## config.mk

```make
export PLATFORM = sky130hd
export DESIGN_NAME = mseq_prog
export DESIGN_NICKNAME = d
export VERILOG_FILES = /design/src/rtl/mseq_pkg.sv /design/src/rtl/mseq_prog_timer.sv /design/src/rtl/mseq_page_buf.sv /design/src/rtl/mseq_status.sv /design/src/rtl/mseq_prog.sv
export SDC_FILE = /design/constraint.sdc
export NUM_CORES = 1
export LEC_CHECK = 0
export BUFFER_PORTS_ARGS = -buffer_cell sky130_fd_sc_hd__buf_2
export CAP_MARGIN = 20
export CORE_UTILIZATION = 65
export DETAILED_ROUTE_END_ITERATION = 10
export PLACE_DENSITY_LB_ADDON = 0.25
export SETUP_SLACK_MARGIN = 0.15
export SYNTH_ARGS = -nofsm -noshare
export SYNTH_HDL_FRONTEND = slang
export SYNTH_HIERARCHICAL = 1
export SYNTH_SLANG_ARGS = --single-unit
```

## constraint.sdc

```tcl
create_clock -name clk -period 5.2 [get_ports clk]
set_clock_uncertainty 0.2 [all_clocks]
set_input_delay 1.04 -clock clk [delete_from_list [all_inputs] [get_ports clk]]
set_output_delay 1.04 -clock clk [all_outputs]
set_load 0.02 [all_outputs]
```

## src/rtl/mseq_pkg.sv

```systemverilog
package mseq_pkg;
    typedef enum logic [2:0] {
        OP_NONE  = 3'd0,
        OP_WRITE = 3'd1,
        OP_ERASE = 3'd2,
        OP_WRAL  = 3'd3,
        OP_ERAL  = 3'd4,
        OP_WEN   = 3'd5,
        OP_WDS   = 3'd6
    } op_e;
endpackage

```

## src/rtl/mseq_prog_timer.sv

```systemverilog
module mseq_prog_timer #(
    parameter int PROG_CYCLES = 20
) (
    input  logic clk,
    input  logic rst_n,
    input  logic start_i,
    output logic busy_o,
    output logic done_o
);
    localparam int CW = $clog2(PROG_CYCLES + 1);

    typedef struct packed {
        logic          busy;
        logic [CW-1:0] cnt;
    } tm_t;

    tm_t tm_d, tm_q;

    always_comb begin
        tm_d = tm_q;
        if (tm_q.busy) begin
            if (tm_q.cnt == '0) tm_d.busy = 1'b0;
            else                tm_d.cnt  = tm_q.cnt - 1'b1;
        end else if (start_i) begin
            tm_d.busy = 1'b1;
            tm_d.cnt  = CW'(PROG_CYCLES - 1);
        end
    end

    always_ff @(posedge clk or negedge rst_n) begin
        if (!rst_n) tm_q <= '0;
        else        tm_q <= tm_d;
    end

    assign busy_o = tm_q.busy;
    assign done_o = tm_q.busy && (tm_q.cnt == '0);

    AST_START_ONLY_IDLE: assert property (@(posedge clk) disable iff (!rst_n) start_i |-> !busy_o);
    AST_DONE_ENDS_BUSY: assert property (@(posedge clk) disable iff (!rst_n) done_o |=> !busy_o);
endmodule

```

## src/rtl/mseq_page_buf.sv

```systemverilog
module mseq_page_buf #(
    parameter int DATA_W = 8,
    parameter int PAGE_W = 4
) (
    input  logic                           clk,
    input  logic                           rst_n,
    input  logic                           load_i,
    input  logic [PAGE_W-1:0]              base_i,
    input  logic                           push_i,
    input  logic [DATA_W-1:0]              data_i,
    output logic [(1<<PAGE_W)-1:0][DATA_W-1:0] buf_o,
    output logic [(1<<PAGE_W)-1:0]         mask_o
);
    localparam int PAGE = 1 << PAGE_W;

    typedef struct packed {
        logic [PAGE-1:0][DATA_W-1:0] data;
        logic [PAGE-1:0]             mask;
        logic [PAGE_W-1:0]           ptr;
    } pb_t;

    pb_t pb_d, pb_q;

    always_comb begin
        pb_d = pb_q;
        if (load_i) begin
            pb_d.mask = '0;
            pb_d.ptr  = base_i;
        end else if (push_i) begin
            pb_d.data[pb_q.ptr] = data_i;
            pb_d.mask[pb_q.ptr] = 1'b1;
            pb_d.ptr            = pb_q.ptr + 1'b1;
        end
    end

    always_ff @(posedge clk or negedge rst_n) begin
        if (!rst_n) pb_q <= '0;
        else        pb_q <= pb_d;
    end

    assign buf_o  = pb_q.data;
    assign mask_o = pb_q.mask;

    AST_MASK_KEEPS: assert property (@(posedge clk) disable iff (!rst_n) !load_i |=> ((mask_o & $past(mask_o)) == $past(mask_o)));
endmodule

```

## src/rtl/mseq_status.sv

```systemverilog
module mseq_status (
    input  logic clk,
    input  logic rst_n,
    input  logic cs_i,
    input  logic busy_i,
    input  logic done_i,
    input  logic start_bit_i,
    output logic do_oe_o,
    output logic do_o
);
    logic ready_d, ready_q;

    always_comb begin
        ready_d = ready_q;
        if (done_i)                     ready_d = 1'b1;
        else if (start_bit_i || busy_i) ready_d = 1'b0;
    end

    always_ff @(posedge clk or negedge rst_n) begin
        if (!rst_n) ready_q <= 1'b0;
        else        ready_q <= ready_d;
    end

    assign do_oe_o = cs_i && (busy_i || ready_q);
    assign do_o    = ready_q && !busy_i;

    AST_READY_CLEARS: assert property (@(posedge clk) disable iff (!rst_n) (start_bit_i && !done_i) |=> !do_o);
endmodule

```

## src/rtl/mseq_prog.sv

```systemverilog
module mseq_prog
    import mseq_pkg::*;
#(
    parameter int ADDR_W      = 5,
    parameter int DATA_W      = 8,
    parameter int PAGE_W      = 4,
    parameter int PROG_CYCLES = 20
) (
    input  logic              clk,
    input  logic              rst_n,
    input  logic              cs_i,
    input  logic              start_bit_i,
    input  logic              cmd_valid_i,
    input  logic [2:0]        cmd_op_i,
    input  logic [ADDR_W-1:0] cmd_addr_i,
    input  logic              data_valid_i,
    input  logic [DATA_W-1:0] data_i,
    input  logic [ADDR_W-1:0] rd_addr_i,
    output logic [DATA_W-1:0] rd_data_o,
    output logic              do_oe_o,
    output logic              do_o
);
    localparam int DEPTH = 1 << ADDR_W;
    localparam int PAGE  = 1 << PAGE_W;

    typedef struct packed {
        logic                         wen;
        logic                         cs;
        op_e                          op;
        logic [ADDR_W-1:0]            addr;
        logic [DATA_W-1:0]            fill;
        logic                         fill_have;
        logic [DEPTH-1:0][DATA_W-1:0] mem;
    } st_t;

    st_t st_d, st_q;

    logic                        tm_start, tm_busy, tm_done;
    logic                        pb_load, pb_push;
    logic [PAGE-1:0][DATA_W-1:0] pb_buf;
    logic [PAGE-1:0]             pb_mask;

    mseq_prog_timer #(.PROG_CYCLES(PROG_CYCLES)) u_timer (
        .clk(clk), .rst_n(rst_n), .start_i(tm_start),
        .busy_o(tm_busy), .done_o(tm_done)
    );

    mseq_page_buf #(.DATA_W(DATA_W), .PAGE_W(PAGE_W)) u_page (
        .clk(clk), .rst_n(rst_n), .load_i(pb_load),
        .base_i(cmd_addr_i[PAGE_W-1:0]), .push_i(pb_push), .data_i(data_i),
        .buf_o(pb_buf), .mask_o(pb_mask)
    );

    mseq_status u_status (
        .clk(clk), .rst_n(rst_n), .cs_i(cs_i), .busy_i(tm_busy),
        .done_i(tm_done), .start_bit_i(start_bit_i),
        .do_oe_o(do_oe_o), .do_o(do_o)
    );

    always_comb begin
        logic              cs_fall;
        logic              complete;
        logic [ADDR_W-1:0] idx;
        op_e               op_in;

        st_d     = st_q;
        st_d.cs  = cs_i;
        tm_start = 1'b0;
        pb_load  = 1'b0;
        pb_push  = 1'b0;
        cs_fall  = st_q.cs && !cs_i;
        op_in    = op_e'(cmd_op_i);
        idx      = '0;
        complete = (st_q.op == OP_ERASE) || (st_q.op == OP_ERAL) ||
                   ((st_q.op == OP_WRITE) && (|pb_mask)) ||
                   ((st_q.op == OP_WRAL) && st_q.fill_have);

        if (tm_done) begin
            case (st_q.op)
                OP_WRITE: begin
                    for (int i = 0; i < PAGE; i++) begin
                        idx = {st_q.addr[ADDR_W-1:PAGE_W], PAGE_W'(i)};
                        if (pb_mask[i]) st_d.mem[idx] = pb_buf[i];
                    end
                end
                OP_ERASE: st_d.mem[st_q.addr] = '1;
                OP_WRAL: begin
                    for (int j = 0; j < DEPTH; j++) st_d.mem[j] = st_q.fill;
                end
                OP_ERAL: st_d.mem = '1;
                default: ;
            endcase
            st_d.op = OP_NONE;
        end else if (!tm_busy) begin
            if (cmd_valid_i) begin
                case (op_in)
                    OP_WEN: st_d.wen = 1'b1;
                    OP_WDS: st_d.wen = 1'b0;
                    OP_WRITE, OP_ERASE, OP_WRAL, OP_ERAL: begin
                        if (st_q.wen) begin
                            st_d.op        = op_in;
                            st_d.addr      = cmd_addr_i;
                            st_d.fill_have = 1'b0;
                            pb_load        = 1'b1;
                        end else begin
                            st_d.op = OP_NONE;
                        end
                    end
                    default: st_d.op = OP_NONE;
                endcase
            end else if (data_valid_i) begin
                if (st_q.op == OP_WRITE) begin
                    pb_push = 1'b1;
                end else if (st_q.op == OP_WRAL) begin
                    st_d.fill      = data_i;
                    st_d.fill_have = 1'b1;
                end
            end
            if (cs_fall) begin
                if (complete) tm_start = 1'b1;
                else          st_d.op  = OP_NONE;
            end
        end
    end

    always_ff @(posedge clk or negedge rst_n) begin
        if (!rst_n) begin
            st_q      <= '0;
            st_q.op   <= OP_NONE;
            st_q.mem  <= '1;
        end else begin
            st_q <= st_d;
        end
    end

    assign rd_data_o = st_q.mem[rd_addr_i];

    AST_WEN_HOLD: assert property (@(posedge clk) disable iff (!rst_n) !cmd_valid_i |=> $stable(st_q.wen));
    AST_ARRAY_FROZEN: assert property (@(posedge clk) disable iff (!rst_n) (tm_busy && !tm_done) |=> $stable(st_q.mem));
    AST_LAUNCH_ON_FALL: assert property (@(posedge clk) disable iff (!rst_n) $rose(tm_busy) |-> $past(st_q.cs && !cs_i));
    AST_BUSY_DRIVES_LOW: assert property (@(posedge clk) disable iff (!rst_n) (tm_busy && cs_i) |-> (do_oe_o && !do_o));
endmodule

```

# == Yosys cells after proc, flatten, opt, wreduce, memory -nomap -nowiden ==
# Cells that the tools add are included.
# totals
reg_bits,430
output_inout_bits,10
in_bits,27
word_cells,312
# op_classes
reduce_logical,49
n_bitwise,7
addsub,2
mux,143
eq_ne,15
n_lt_le_gt_ge,37
# ops
cell,n
256-bit two-way mux,46
256-bit bitwise mux,16
256-bit case mux with 4 select lines,1
256-bit bitwise OR,1
8-bit two-way mux,21
128-bit bitwise mux,1
8-bit demux with 1-bit select,16
"5-bit by 6-bit < comparator with 1-bit output, second input constant",18
"5-bit by 1-bit >= comparator with 1-bit output, second input constant",17
8-bit binary-select mux with 5-bit select,1
8-bit demux with 5-bit select,1
20-bit two-way mux,2
8-bit demux with 4-bit select,1
9-bit two-way mux,3
1-bit logical AND,24
1-bit two-way mux,21
17-bit two-way mux,1
16-bit bitwise OR,1
16-bit OR reduction,1
5-bit two-way mux,3
"3-bit by 2-bit equality test with 1-bit output, second input constant",4
"3-bit equality test, second input constant",4
3-bit two-way mux,4
6-bit two-way mux,2
other kinds (23),43

# == Logic depth before layout (Yosys ltp) ==
# logic_depth
depth_word,67
depth_mapped,12
ltp_nobuf,10

# == Hierarchy ==
# Netlist, hierarchy kept.
# modules_own_cells
mod,area_per_inst_um2,n_inst,seq_area_each_um2,cells_each
mseq_prog,18775.5,1,7201.9,1831
mseq_page_buf,6960.4,1,3703.6,501
mseq_prog_timer,346.6,1,150.1,32
mseq_status,57.6,1,25.0,5

# == Least setup slack after synthesis ==
# No wires, ideal clock.
# synth_timing
path_kind,input to output
from,input rd_addr_i[1]
to,output rd_data_o[1]
required_ns,3.960
n_path_buf,3
t_arrival_ns,2.721
setup_slack_ns,1.239
stages,6
cell_sequence,buf_4 -> buf_2 -> buf_2 -> mux4_2 -> o22ai_1 -> nor4_1
# synth_between
elab_chain_len,2
# synth_lines
item,line_no,text
"start, declared",mseq_prog.sv:18,"input logic [ADDR_W-1:0] rd_addr_i,"
8-bit binary-select mux with 5-bit select,mseq_prog.sv:136,assign rd_data_o = st_q.mem[rd_addr_i];
8-bit two-way mux (not written as such),mseq_prog.sv:136,
"end, declared",mseq_prog.sv:19,"output logic [DATA_W-1:0] rd_data_o,"
# Every way passes these cells. The select of a mux whose other input is x is not followed.

# == Worst setup path in the final report ==
# layout_timing
from,input rd_addr_i[1]
to,output rd_data_o[4]
# Same word-level chain as after synthesis.

==> metrics <==
P&R area growth vs syn=2.58%; Min Clock Period, post-route=4.33 ns; share of cells above drive strength 1=0.324; vias in the first global route=roughly 20000; r2r setup slk=approximately 1.3 ns; Synth area leaders=dfstp_2 26%, dfrtp_1 17%, a2111oi_0 8.6%; final setup violation count=0; Post-synth EDFFs=0; Slowest cell on crit path=nor4_1; ys flop type=dfstp_2; fin util=0.675; core area=39700 um^2; Tot GR Track Use=0.454; drt total wl=between 90 and 100 mm; CP Max Fanout=32; Syn Nets=~2400; Pwr Total=11.7 mW; Die Y=203 um; post-CTS setup buffers=0; Power Dens Cells=approximately 440 nW/um^2; cell taking the most area after synthesis=dfstp_2; WP buf/inv=3; Die Area=41000 um^2; Die Span X=203 um; CP dominant cell by count=buf_4; worst-skew pair later-pin latency=roughly 0.61 ns; #FFs+latches synth=430; CTS Hold Buffers Added=0; Vias=about 22000; Max-slew headroom=0.234; count leader, synth=inv_1; Syn Inst Count=2369; critical path arrival=3.09 ns; asr flop ratio synth=1.00; H-tree levels=2; Top delay family on crit path=buffers and inverters; worst slew pin tran=about 1.1 ns; Hold WC Path Type=input port to async pin; Setup CP Type=input port to output pin; first-pass GRT wire length=137 mm; leakage=~9.3 nW; Filler cells=2914; total CTS buffers=47; GR Overflow Total=0; FF-to-FF Start=u_timer/tm_q[0]$_DFFE_PN0P_; Post-synth top cells=270 x inv_1, 263 x a21oi_1, 256 x a2111oi_0, 256 x dfstp_2, 254 x a221oi_1; Critical Path Start Type=input port; Initial Util=0.658; CTS max path bufs=3; post-route ant nets=0; RSZ-0062 raised after global routing=no; initial antenna violation count=9; DP Wirelength=62.2 mm; worst r2r dst=u_page/buf_o[12]$_DFFE_PN0P_; register area share after synthesis=0.424; TritonCTS clock tree=built; setup TNS=0 ns; WHS=0.239 ns; CP max stage delay=0.68 ns; post-DR vias/cell=approximately 8; Layout Cells excl Fill=2720; I/O Pins=37; drt drc=0; TritonRoute pass-1 iters=6; reg2reg path depth=10; Period Utilization, post-route=0.833; Final nets=around 2200; endpoint class of the critical path=output pin; GPL Wtd Cong=1.07; Hold Fails Final Rpt=0; Synth top area share=0.257; # port buffers=36; clk sinks=430; maximum vdd drop=0.534 mV; Max-Cap Viols=0; cell row count=73; Gates resized, CTS repair=0; syn avg cell area=11.0 um^2; clock-pin slew on the worst setup and hold paths=0.06 ns; Post-Syn Area=26100 um^2; CP required=around 4.0 ns; Root Buffer=clkbuf_16; DR WL/cell=between 30 and 40 um; pins over their slew limit=0; Max Clock Freq=about 230 MHz; DRT iter0 DRCs=3034; status=finished, final reports clean; placed cells=2629; CP cell instances=buf_4 -> buf_4 -> mux4_2 -> o22ai_1 -> nor4_1 -> buf_2; Syn. warnings=6; largest net degree at the start of global routing=123; distinct cell type count after synthesis=75
==> worst max-delay path by stage <==
stage | from | end | slack, ns | cells after the start
3_3_place_gp | rd_addr_i[1] | rd_data_o[2] | 0.98 | 6
3_5_place_dp | rd_addr_i[1] | rd_data_o[2] | 0.93 | 6
4_1_cts | rd_addr_i[1] | rd_data_o[2] | 0.92 | 6
6_report | rd_addr_i[1] | rd_data_o[4] | 0.87 | 6
2_1_floorplan | rd_addr_i[1] | rd_data_o[1] | 1.24 | 6
5_1_grt | rd_addr_i[1] | rd_data_o[4] | 0.77 | 6
==> layer usage <==
metal | GRT usage | up-vias | wire length [um]
met5 | 0 | - | 127
met4 | 0.257 | 12 | 6180
met3 | 0.153 | 354 | 12700
met2 | 0.639 | 1606 | 38900
met1 | 0.612 | 10900 | 34900
li1 | - | 8750 | -
==> flip-flops by register name, summed over array words and instances (netlist names) <==
signal / flops
u_timer/busy_o: 1
st_q: 275
u_page/buf_o: 128
u_timer/tm_q: 5
u_status/ready_q: 1
u_page/pb_q: 4
u_page/mask_o: 16
==> cell type report <==
type | count | area [um^2] | share of cell area
clock inverters | 11 | 155 | 0.00579
diodes | 3 | 7.51 | 0.000280
inverters | 271 | 1020 | 0.0379
flip-flops and latches | 430 | 11100 | 0.413
multi-input cells | 1341 | 12000 | 0.448
well taps | 525 | 657 | 0.0245
clock buffers | 75 | 1390 | 0.0520
repair buffers | 64 | 483 | 0.0180
==> cell families after synthesis <==
family / synth area share
compound gates: 0.255
buf+inv: 0.117
flops: 0.424
simple gates: 0.0777
mux: 0.121
xor+xnor: 0.00201
fa+ha+maj: 0.00287
==> placed cells by master, fill, tap and decap left out, types with 28 or more instances in the layout <==
master / n
a2111oi_0: 256
inv_1: 270
mux2_2: 103
a221oi_1: 254
nor3b_2: 47
clkbuf_16: 49
nor2_1: 28
mux2_4: 32
a21oi_1: 262
dfstp_2: 256
buf_2: 33
o22ai_1: 32
mux4_2: 64
dfrtp_1: 173
==> worst register-to-register path, stage by stage (launching register included) <==
cell and delay [ns]:
dfrtp_1 0.33, inv_1 0.09, ha_1 0.24, nor4b_4 0.16
and2_4 0.17, nor2_1 0.36, nand4_1 0.40, inv_1 0.46
nand3b_4 0.28, or3_1 0.71, mux2_4 0.36
==> per-stage QoR <==
stage                     area (um^2)  worst slack [ns]
after floorplan                 26100              1.24
after detailed placement        25200             0.932
final                           26800             0.870
after global routing            26800             0.766
after global placement          25200             0.985
after CTS                       26800             0.920
==> power by group <==
group | internal, mW | leakage, nW | switching (mW)
clock | 2.03 | 0.761 | 1.43
sequential | 3.62 | 5.02 | 0.472
combinational | 1.25 | 3.50 | 2.87
total | 6.90 | 9.28 | 4.77
Note: power is estimated with default switching activity, not from simulation.
